[config.mk]
export PLATFORM = sky130hd
export DESIGN_NAME = tx_async_framer
export DESIGN_NICKNAME = d
export VERILOG_FILES = /design/src/rtl/tx_async_pkg.sv /design/src/rtl/tx_rate_div.sv /design/src/rtl/tx_hold_buf.sv /design/src/rtl/tx_shifter.sv /design/src/rtl/tx_async_framer.sv
export SDC_FILE = /design/constraint.sdc
export NUM_CORES = 1
export LEC_CHECK = 0
export ABC_CLOCK_PERIOD_IN_PS = 6800
export BUFFER_PORTS_ARGS = -buffer_cell sky130_fd_sc_hd__clkbuf_2
export CORE_MARGIN = 2
export CORE_UTILIZATION = 44
export CTS_BUF_LIST = sky130_fd_sc_hd__clkbuf_8
export CTS_CLUSTER_SIZE = 25
export DETAILED_ROUTE_END_ITERATION = 8
export SKIP_LAST_GASP = 1
export SYNTH_ARGS = -nofsm -noshare
export SYNTH_HDL_FRONTEND = slang
export SYNTH_HIERARCHICAL = 1
export SYNTH_SLANG_ARGS = --single-unit
export TNS_END_PERCENT = 50
[constraint.sdc]
create_clock -name clk -period 6.8 [get_ports clk]
set_clock_uncertainty 0.1 [all_clocks]
set_input_delay 0.34 -clock clk [delete_from_list [all_inputs] [get_ports clk]]
set_output_delay 0.34 -clock clk [all_outputs]
set_load 0.02 [all_outputs]
[src/rtl/tx_async_pkg.sv]
package tx_async_pkg;

  localparam int MAX_DATA = 8;

  localparam logic [1:0] RATE_ONE   = 2'b00;
  localparam logic [1:0] RATE_MID   = 2'b01;
  localparam logic [1:0] RATE_HI    = 2'b10;
  localparam logic [1:0] RATE_RESET = 2'b11;

  typedef struct packed {
    logic [3:0] data_bits;
    logic       par_on;
    logic       par_odd;
    logic [1:0] stop_bits;
  } tx_fmt_t;

  // Eight-entry frame format table.
  function automatic tx_fmt_t fmt_decode(input logic [2:0] code);
    tx_fmt_t f;
    case (code)
      3'b000:  f = '{data_bits: 4'd7, par_on: 1'b1, par_odd: 1'b0, stop_bits: 2'd2};
      3'b001:  f = '{data_bits: 4'd7, par_on: 1'b1, par_odd: 1'b1, stop_bits: 2'd2};
      3'b010:  f = '{data_bits: 4'd7, par_on: 1'b1, par_odd: 1'b0, stop_bits: 2'd1};
      3'b011:  f = '{data_bits: 4'd7, par_on: 1'b1, par_odd: 1'b1, stop_bits: 2'd1};
      3'b100:  f = '{data_bits: 4'd8, par_on: 1'b0, par_odd: 1'b0, stop_bits: 2'd2};
      3'b101:  f = '{data_bits: 4'd8, par_on: 1'b0, par_odd: 1'b0, stop_bits: 2'd1};
      3'b110:  f = '{data_bits: 4'd8, par_on: 1'b1, par_odd: 1'b0, stop_bits: 2'd1};
      default: f = '{data_bits: 4'd8, par_on: 1'b1, par_odd: 1'b1, stop_bits: 2'd1};
    endcase
    return f;
  endfunction

endpackage

[src/rtl/tx_rate_div.sv]
module tx_rate_div #(
  parameter int DIV_MID = 16,
  parameter int DIV_HI  = 64
) (
  input  logic       clk,
  input  logic       rst_n,
  input  logic       clr,
  input  logic       tick_in,
  input  logic [1:0] div_sel,
  output logic       bit_tick
);
  import tx_async_pkg::*;

  localparam int CNT_W = $clog2(DIV_HI);

  logic [CNT_W-1:0] cnt_q;
  logic [CNT_W:0]   limit;
  logic             wrap;

  always_comb begin
    case (div_sel)
      RATE_ONE: limit = (CNT_W+1)'(1);
      RATE_MID: limit = (CNT_W+1)'(DIV_MID);
      default:  limit = (CNT_W+1)'(DIV_HI);
    endcase
  end

  assign wrap     = ({1'b0, cnt_q} >= (limit - (CNT_W+1)'(1)));
  assign bit_tick = tick_in && wrap && !clr;

  always_ff @(posedge clk or negedge rst_n) begin
    if (!rst_n) begin
      cnt_q <= '0;
    end else if (clr) begin
      cnt_q <= '0;
    end else if (tick_in) begin
      cnt_q <= wrap ? '0 : cnt_q + CNT_W'(1);
    end
  end

endmodule

[src/rtl/tx_hold_buf.sv]
module tx_hold_buf #(
  parameter int DATA_W = 8
) (
  input  logic              clk,
  input  logic              rst_n,
  input  logic              clr,
  input  logic              wr_valid,
  input  logic [DATA_W-1:0] wr_data,
  output logic              wr_ready,
  input  logic              take,
  output logic              full,
  output logic [DATA_W-1:0] hold_data
);

  logic              full_q;
  logic [DATA_W-1:0] data_q;

  assign full      = full_q;
  assign hold_data = data_q;
  assign wr_ready  = !full_q && !clr;

  always_ff @(posedge clk or negedge rst_n) begin
    if (!rst_n) begin
      full_q <= 1'b0;
      data_q <= '0;
    end else if (clr) begin
      full_q <= 1'b0;
    end else if (take) begin
      full_q <= 1'b0;
    end else if (wr_valid && !full_q) begin
      full_q <= 1'b1;
      data_q <= wr_data;
    end
  end

endmodule

[src/rtl/tx_shifter.sv]
module tx_shifter
  import tx_async_pkg::*;
#(
  parameter int DATA_W = 8
) (
  input  logic              clk,
  input  logic              rst_n,
  input  logic              clr,
  input  logic              bit_tick,
  input  logic              load,
  input  logic [DATA_W-1:0] load_data,
  input  tx_fmt_t           fmt,
  output logic              busy,
  output logic              free,
  output logic              txd
);

  localparam int FRAME_W = DATA_W + 4;
  localparam int LEN_W   = $clog2(FRAME_W + 1);

  logic [FRAME_W-1:0] frame;
  logic [LEN_W-1:0]   frame_len;
  logic               par_bit;

  logic [FRAME_W-1:0] sh_q;
  logic [LEN_W-1:0]   left_q;
  logic               busy_q;

  always_comb begin
    frame    = '1;
    frame[0] = 1'b0;
    par_bit  = fmt.par_odd;
    for (int i = 0; i < DATA_W; i++) begin
      if (i < int'(fmt.data_bits)) begin
        frame[1+i] = load_data[i];
        par_bit    = par_bit ^ load_data[i];
      end
    end
    for (int i = 0; i <= DATA_W; i++) begin
      if (fmt.par_on && (i == int'(fmt.data_bits))) begin
        frame[1+i] = par_bit;
      end
    end
    frame_len = LEN_W'(1) + LEN_W'(fmt.data_bits) + LEN_W'(fmt.par_on)
              + LEN_W'(fmt.stop_bits);
  end

  assign busy = busy_q;
  assign free = !busy_q || (left_q == LEN_W'(1));
  assign txd  = sh_q[0];

  always_ff @(posedge clk or negedge rst_n) begin
    if (!rst_n) begin
      sh_q   <= '1;
      left_q <= '0;
      busy_q <= 1'b0;
    end else if (clr) begin
      sh_q   <= '1;
      left_q <= '0;
      busy_q <= 1'b0;
    end else if (bit_tick) begin
      if (load) begin
        sh_q   <= frame;
        left_q <= frame_len;
        busy_q <= 1'b1;
      end else if (busy_q) begin
        if (left_q == LEN_W'(1)) begin
          sh_q   <= '1;
          left_q <= '0;
          busy_q <= 1'b0;
        end else begin
          sh_q   <= {1'b1, sh_q[FRAME_W-1:1]};
          left_q <= left_q - LEN_W'(1);
        end
      end
    end
  end

endmodule

[src/rtl/tx_async_framer.sv]
module tx_async_framer
  import tx_async_pkg::*;
#(
  parameter int DATA_W  = MAX_DATA,
  parameter int DIV_MID = 16,
  parameter int DIV_HI  = 64
) (
  input  logic              clk,
  input  logic              rst_n,
  input  logic              tick_in,
  input  logic [1:0]        div_sel,
  input  logic [2:0]        fmt_sel,
  input  logic              cts_n,
  input  logic [DATA_W-1:0] s_data,
  input  logic              s_valid,
  output logic              s_ready,
  output logic              txd_out
);

  logic              mres;
  logic              bit_tick;
  logic              hold_full;
  logic [DATA_W-1:0] hold_data;
  logic              sh_busy;
  logic              sh_free;
  logic              frame_load;
  tx_fmt_t           cur_fmt;

  assign mres    = (div_sel == RATE_RESET);
  assign cur_fmt = fmt_decode(fmt_sel);

  assign frame_load = bit_tick && hold_full && sh_free && !cts_n;

  tx_rate_div #(
    .DIV_MID (DIV_MID),
    .DIV_HI  (DIV_HI)
  ) u_div (
    .clk      (clk),
    .rst_n    (rst_n),
    .clr      (mres),
    .tick_in  (tick_in),
    .div_sel  (div_sel),
    .bit_tick (bit_tick)
  );

  tx_hold_buf #(
    .DATA_W (DATA_W)
  ) u_hold (
    .clk       (clk),
    .rst_n     (rst_n),
    .clr       (mres),
    .wr_valid  (s_valid),
    .wr_data   (s_data),
    .wr_ready  (s_ready),
    .take      (frame_load),
    .full      (hold_full),
    .hold_data (hold_data)
  );

  tx_shifter #(
    .DATA_W (DATA_W)
  ) u_shift (
    .clk       (clk),
    .rst_n     (rst_n),
    .clr       (mres),
    .bit_tick  (bit_tick),
    .load      (frame_load),
    .load_data (hold_data),
    .fmt       (cur_fmt),
    .busy      (sh_busy),
    .free      (sh_free),
    .txd       (txd_out)
  );

endmodule

==> impl_metrics.env, run 1 <==
export IMPL_slowest_delay_ns=0.86
export IMPL_netlist_instances=233
export IMPL_grt_pass1_vias=1727
export IMPL_crit_type="flop to flop"
export IMPL_yosysSeqAreaShare=0.3518
export IMPL_slew_violations=0
export IMPL_grt_pass1_wl_mm=7.879
export IMPL_gp_congestion=0.8535
export IMPL_syn_nets=263
export IMPL_switching_share=0.3186
export IMPL_worst_pin_slew_ns=0.9891
export IMPL_vias_per_cell=5.524
export IMPL_hp_class="input pin to async pin"
export IMPL_holdWs_ns=0.02352
export IMPL_period_needed_ns=4.022
export IMPL_clkTransAtPathRegs_ns=0.07
export IMPL_crit_slowest_cell="and4b_1"
export IMPL_drtIter0Drc=60
export IMPL_wl_mm=4.424
export IMPL_ios=20
export IMPL_critPathLaunchType="flop"
export IMPL_outcome="finished clean"
export IMPL_synth_avg_cell_area_um2=9.312
export IMPL_insertion_delay_ns=0.28
export IMPL_grt_antenna_before_repair=0
export IMPL_synthArstFlopShare=1.000
export IMPL_placed_cells=307
export IMPL_ys_types=54
export IMPL_cts_sinks=30
export IMPL_yosys_most_used_dff="dfrtp_1"
export IMPL_areaGrowthSynthToFinish_pct=9.169
export IMPL_max_freq_mhz=248.6
export IMPL_path_buf_inv=1
export IMPL_pwr_share_seq=0.428
export IMPL_finalHoldViolCount=0
export IMPL_synth_xor_area_share=0.05940
export IMPL_crit_path_frequent_cell="o21ai_0"
export IMPL_synth_area_leader_cell="dfrtp_1"
export IMPL_synth_compound_gate_area_share=0.2226
export IMPL_drcViolationCount=0
export IMPL_grt_ovfl_total=0
export IMPL_setup_tns_ns=0
export IMPL_fp_dieArea_um2=5509
export IMPL_synth_area_leaders="dfrtp_1 (23%), dfstp_2 (12%), ha_1 (6.3%), mux2_2 (4.7%), nor2_1 (3.8%)"
export IMPL_nets=277
export IMPL_p_sw_uw=159.2
export IMPL_p_int_uw=340.5
export IMPL_io_buffers=19
export IMPL_synthesis_area_um2=2170
export IMPL_die_w_um=74.22
export IMPL_power_uw=499.7
export IMPL_hpwl_mm=3.117
export IMPL_leakage_nw=1.046
export IMPL_clockRootBuffer="clkbuf_8"
export IMPL_fin_crit_sh=0.5915
export IMPL_peakVddDrop_mv=0.1655
export IMPL_cpLargestDelayFamily="simple AND/OR/NAND/NOR gates"
export IMPL_relSlewSlack=0.3401
export IMPL_cts_resized=0
export IMPL_synth_top_family_by_area="compound AO/OA/AOI/OAI gates"
export IMPL_cts_htree_levels=2
export IMPL_synth_edf_count=0
export IMPL_rsz0062_at_grt="no"
export IMPL_synth_seq_cells=30
export IMPL_crit_chain="inv_1 > ha_1 > nand2b_1 > a21oi_2 > nor3_2 > o211a_1 > and4b_1 > o21ai_0 > nor2_1 > o21ai_0 > nor3b_1 > a21oi_1"
export IMPL_drive_gt1_frac=0.2419
export IMPL_stdcell_count=315
export IMPL_power_density_nw_per_um2=211.0
export IMPL_cp_max_fo=29
export IMPL_n_antenna_cell=0
export IMPL_synthAdderAreaFrac=0.07266
export IMPL_drv_cap=0
export IMPL_numCtsBuffers=5
export IMPL_endpoint_kind="flop"
export IMPL_grt_util_all_layers=0.1872
export IMPL_postCtsSetupRepairBufs=0
export IMPL_holdBufCountCts=0
export IMPL_crit_required_ns=6.89
export IMPL_drtPass1Iterations=4
export IMPL_fillers=481
export IMPL_synth_mux_area_frac=0.05594
export IMPL_antenna_left=0
export IMPL_setup_viol_count_final=0
export IMPL_p_clk_frac=0.297
export IMPL_vias=1740
export IMPL_synthSimpleGateAreaFrac=0.1701
export IMPL_pwr_share_comb=0.275
export IMPL_yosys_warnings=6
export IMPL_wl_per_cell_um=14.04
export IMPL_start_util=0.4563
export IMPL_crit_arrival_ns=4.12
export IMPL_tritoncts="built"
export IMPL_cts_max_path_buffers=2
export IMPL_rows=25
export IMPL_grt_max_degree=34
export IMPL_core_area_um2=4755
export IMPL_dieHeight_um=74.22
export IMPL_yosysTopAreaCellShare=0.2307
## layer usage
layer  GRT usage  share of wire  vias to the layer above
met4     0.04960         0.0097                        0
met2      0.3194           0.48                       41
met1      0.2339           0.47                      834
met3     0.05420          0.046                        4
met5           0              0                        -
li1            -              -                      861
## through the flow
stage / area, um2 / worst slack, ns / utilization
floorplan: 2170 / 3.736 / -
global placement: 2277 / 2.683 / 0.4789
detailed placement: 2277 / 2.528 / 0.4789
CTS: 2369 / 2.779 / 0.4982
global route: 2369 / 2.361 / 0.4982
finish: 2369 / 2.778 / 0.4982
## final cells by class
cell class,instances,area (um2),area share
clock buffer,6,82.58,0.03487
clock inverter,2,8.758,0.003698
inverter,18,67.56,0.02853
multi-input combinational,172,1260,0.5320
sequential,30,763.2,0.3222
tap,67,83.83,0.03539
timing repair buffer,20,102.6,0.04332
## state kept, by name, summed over array words and instances (netlist names)
| register | cells |
|---|---|
| u_shift/left_q | 4 |
| u_hold/hold_data | 8 |
| u_hold/full | 1 |
| u_div/cnt_q | 6 |
| u_shift/busy | 1 |
| u_shift/sh_q | 10 |
## worst register-to-register path, stage by stage (launching register included)
cell,delay (ns)
dfrtp_1,0.36
inv_1,0.08
ha_1,0.27
nand2b_1,0.11
a21oi_2,0.05
nor3_2,0.31
o211a_1,0.23
and4b_1,0.86
o21ai_0,0.35
nor2_1,0.61
o21ai_0,0.25
nor3b_1,0.25
a21oi_1,0.10
## cells in the final DEF, fill, tap and decap left out, drive strengths merged, types with 2 or more instances in the layout
| cell | synthesis | routed |
|---|---|---|
| mux2i | 2 | 2 |
| nand4 | 3 | 3 |
| nor2 | 22 | 22 |
| a21o | 3 | 3 |
| o32ai | 2 | 2 |
| o22a | 4 | 4 |
| o21ai | 16 | 16 |
| and2 | 4 | 4 |
| mux2 | 9 | 9 |
| nand2b | 5 | 5 |
| a21boi | 2 | 2 |
| nand3 | 2 | 2 |
| nor2b | 2 | 2 |
| o31ai | 2 | 2 |
| nor3b | 2 | 2 |
| dfrtp | 20 | 20 |
| o22ai | 4 | 4 |
| clkbuf | 9 | 25 |
| ha | 11 | 11 |
| o21a | 4 | 4 |
| nand2 | 10 | 10 |
| a22o | 2 | 2 |
| a31oi | 4 | 4 |
| xnor2 | 6 | 6 |
| a21oi | 13 | 13 |
| or3 | 3 | 3 |
| nor3 | 8 | 8 |
| o41ai | 2 | 2 |
| xor2 | 7 | 7 |
| dfstp | 10 | 10 |
| inv | 18 | 19 |
| a41oi | 3 | 3 |
## worst paths after layout
path	startpoint	endpoint	slack, ns	cells after the start
max in group asynchronous	rst_n	u_hold/hold_data[4]	6.09	1
min in group clk	s_data[4]	u_hold/hold_data[4]	0.19	2
max reg2reg	u_div/cnt_q[0]	u_shift/sh_q[7]	2.78	12
min	rst_n	u_shift/left_q[1]	0.02	1
max	u_div/cnt_q[0]	u_shift/sh_q[7]	2.78	12
min reg2reg	u_shift/sh_q[9]	u_shift/sh_q[9]	0.43	2
## cell families (layout without fill, tap and decap cells)
kind of cell,after synthesis,count (layout)
simple gates,67,67
xor+xnor,13,13
mux,11,11
buf+inv,31,46
flops,30,30
fa+ha+maj,12,12
compound gates,69,69
## power groups by stage
stage / Combinational, mW / Sequential (mW) / Clock, mW
2_1_floorplan: 0.117 / 0.211 / 0
3_3_place_gp: 0.137 / 0.216 / 0
3_5_place_dp: 0.138 / 0.217 / 0
4_1_cts: 0.139 / 0.214 / 0.154
5_1_grt: 0.155 / 0.217 / 0.162
6_report: 0.137 / 0.214 / 0.149
## synth_stat cells (6+ instances only)
cell	n
nor2_1	22
dfrtp_1	20
inv_1	18
o21ai_0	16
a21oi_1	12
ha_1	11
dfstp_2	10
nand2_1	10
clkbuf_1	9
mux2_2	9
xor2_1	7
nor3_1	6
Note: power is estimated with default switching activity, not from simulation.
==> run 2: changes to the inputs <==
--- a/config.mk
+++ b/config.mk
@@ -5,7 +5,7 @@
 export SDC_FILE = /design/constraint.sdc
 export NUM_CORES = 1
 export LEC_CHECK = 0
-export ABC_CLOCK_PERIOD_IN_PS = 6800
+export ABC_CLOCK_PERIOD_IN_PS = 4000
 export BUFFER_PORTS_ARGS = -buffer_cell sky130_fd_sc_hd__clkbuf_2
 export CORE_MARGIN = 2
 export CORE_UTILIZATION = 44
==> constraint.sdc (replaced) <==
create_clock -name clk -period 4 [get_ports clk]
set_clock_uncertainty 0.1 [all_clocks]
set_input_delay 0.2 -clock clk [delete_from_list [all_inputs] [get_ports clk]]
set_output_delay 0.2 -clock clk [all_outputs]
set_load 0.02 [all_outputs]
==> run 2 against run 1 <==
  * Utilization up 0.76 points
  * Cell count rose by 1.3%
  * Combinational power up 72%
  * Routed wire length shrank 1.7%
  * Sequential power is 70% higher
  * Count of clock-buffer cells in the layout unchanged
  * Sequential share of layout area decreased by 0.49 points
  * Critical path depth increased by 1
==> impl_metrics.env, run 2 (same netlist as run 1, synthesis figures left out) <==
export IMPL_fillers=454
export IMPL_antenna_left=0
export IMPL_slew_violations=0
export IMPL_place_ws_ns=0.8496
export IMPL_worst_pin_slew_ns=0.7465
export IMPL_utilization=0.5058
export IMPL_rsz0062_at_grt="no"
export IMPL_insertion_delay_ns=0.28
export IMPL_cp_max_fo=29
export IMPL_period_needed_ns=3.035
export IMPL_crit_arrival_ns=3.14
export IMPL_nets=281
export IMPL_clockRootBuffer="clkbuf_8"
export IMPL_grt_ovfl_total=0
export IMPL_setup_viol_count_final=0
export IMPL_numCtsBuffers=5
export IMPL_n_antenna_cell=0
export IMPL_dieHeight_um=74.22
export IMPL_pwr_share_comb=0.276
export IMPL_fin_ws_ns=0.9648
export IMPL_setup_tns_ns=0
export IMPL_grt_max_degree=31
export IMPL_tritoncts="built"
export IMPL_start_util=0.4563
export IMPL_core_area_um2=4755
export IMPL_max_freq_mhz=329.5
export IMPL_endpoint_kind="flop"
export IMPL_leakage_nw=1.061
export IMPL_wl_per_cell_um=13.64
export IMPL_p_clk_frac=0.300
export IMPL_die_w_um=74.22
export IMPL_areaGrowthSynthToFinish_pct=10.84
export IMPL_critPathLaunchType="flop"
export IMPL_grt_antenna_before_repair=0
export IMPL_largest_register_ffs=10
export IMPL_final_common_cell="nor2_1"
export IMPL_clkTransAtPathRegs_ns=0.07
export IMPL_ios=20
export IMPL_fin_crit_sh=0.7588
export IMPL_drcViolationCount=0
export IMPL_postCtsSetupRepairBufs=0
export IMPL_crit_required_ns=4.10
export IMPL_power_uw=854.5
export IMPL_top_register="u_shift/sh_q"
export IMPL_wl_mm=4.350
export IMPL_finalHoldViolCount=0
export IMPL_drive_gt1_frac=0.2540
export IMPL_p_sw_uw=272.4
export IMPL_grt_util_all_layers=0.1795
export IMPL_cts_htree_levels=2
export IMPL_fp_dieArea_um2=5509
export IMPL_peakVddDrop_mv=0.2445
export IMPL_gp_congestion=0.8217
export IMPL_drtPass1Iterations=5
export IMPL_drtIter0Drc=94
export IMPL_cts_resized=0
export IMPL_cts_sinks=30
export IMPL_vias=1728
export IMPL_switching_share=0.3188
export IMPL_grt_pass1_wl_mm=7.631
export IMPL_final_cell_mix="nor2_1 (22), dfrtp_1 (20), clkbuf_2 (19)"
export IMPL_p_int_uw=582.1
export IMPL_hpwl_mm=3.118
export IMPL_io_buffers=19
export IMPL_pwr_share_seq=0.425
export IMPL_cts_max_path_buffers=2
export IMPL_vias_per_cell=5.417
export IMPL_rows=25
export IMPL_relSlewSlack=0.5024
export IMPL_grt_pass1_vias=1665
export IMPL_crit_type="flop to flop"
export IMPL_power_density_nw_per_um2=355.3
export IMPL_drv_cap=0
export IMPL_hp_class="input pin to flop"
export IMPL_outcome="finished clean"
[run 2: worst paths after layout]
kind	start	end	slack, ns	depth (start not counted)
max in group asynchronous	rst_n	u_div/cnt_q[3]	2.90	2
worst max register to register	u_div/cnt_q[0]	u_shift/sh_q[7]	0.96	13
worst min-delay path	s_data[4]	u_hold/hold_data[4]	0.04	2
worst min register to register	u_shift/sh_q[9]	u_shift/sh_q[9]	0.42	2
worst max-delay path	u_div/cnt_q[0]	u_shift/sh_q[7]	0.96	13
min in group asynchronous	rst_n	u_shift/left_q[1]	0.41	2
[run 2: worst max-delay path: stages (launching register included)]
cell and delay (ns):
dfrtp_1 0.37, inv_1 0.08, ha_1 0.27, nand2b_1 0.11, a21oi_2 0.04, nor3_2 0.32, o211a_1 0.24, and4b_1 0.20
buf_4 0.29, o21ai_0 0.22, nor2_1 0.24, o21ai_0 0.18, nor3b_1 0.21, a21oi_1 0.09
[run 2: area by class of cell]
cell class | instances | area, um2 | area share
flip-flops and latches | 30 | 763.2 | 0.3174
clock buffers | 6 | 82.58 | 0.03434
multi-input cells | 172 | 1260 | 0.5239
repair buffers | 24 | 135.1 | 0.05619
inverters | 18 | 67.56 | 0.02810
well taps | 67 | 83.83 | 0.03486
clock inverters | 2 | 12.51 | 0.005203
[run 2: power groups by stage]
| stage | sequential, mW | combinational [mW] | clock, mW |
|---|---|---|---|
| 2_1_floorplan | 0.358 | 0.200 | 0 |
| 3_3_place_gp | 0.368 | 0.235 | 0 |
| 3_5_place_dp | 0.369 | 0.235 | 0 |
| 4_1_cts | 0.364 | 0.237 | 0.263 |
| 5_1_grt | 0.369 | 0.264 | 0.280 |
| 6_report | 0.363 | 0.236 | 0.256 |
[run 2: timing repair]
item,4_1_cts,5_1_grt
hold endpoints to repair,20,0
hold buffers,1,0
endpoints found under the setup margin,0,0
[run 2: stage by stage]
step                      hold WS (ns)  std cells  area (um2)
after floorplan                -0.1956        233        2170
after global placement          0.2071        310        2300
after detailed placement        0.2108        310        2300
after CTS                      0.03930        319        2405
after global routing           0.03079        319        2405
final                          0.04227        319        2405
[run 2: per-layer routing]
metal / part of all wire / global-route usage / wire length [um] / vias to the layer above
li1: - / - / - / 872
met1: 0.47 / 0.2373 / 2024 / 820
met2: 0.49 / 0.2946 / 2115 / 34
met3: 0.044 / 0.05420 / 191 / 2
met4: 0.0044 / 0.03571 / 19 / 0
met5: 0 / 0 / 0 / -
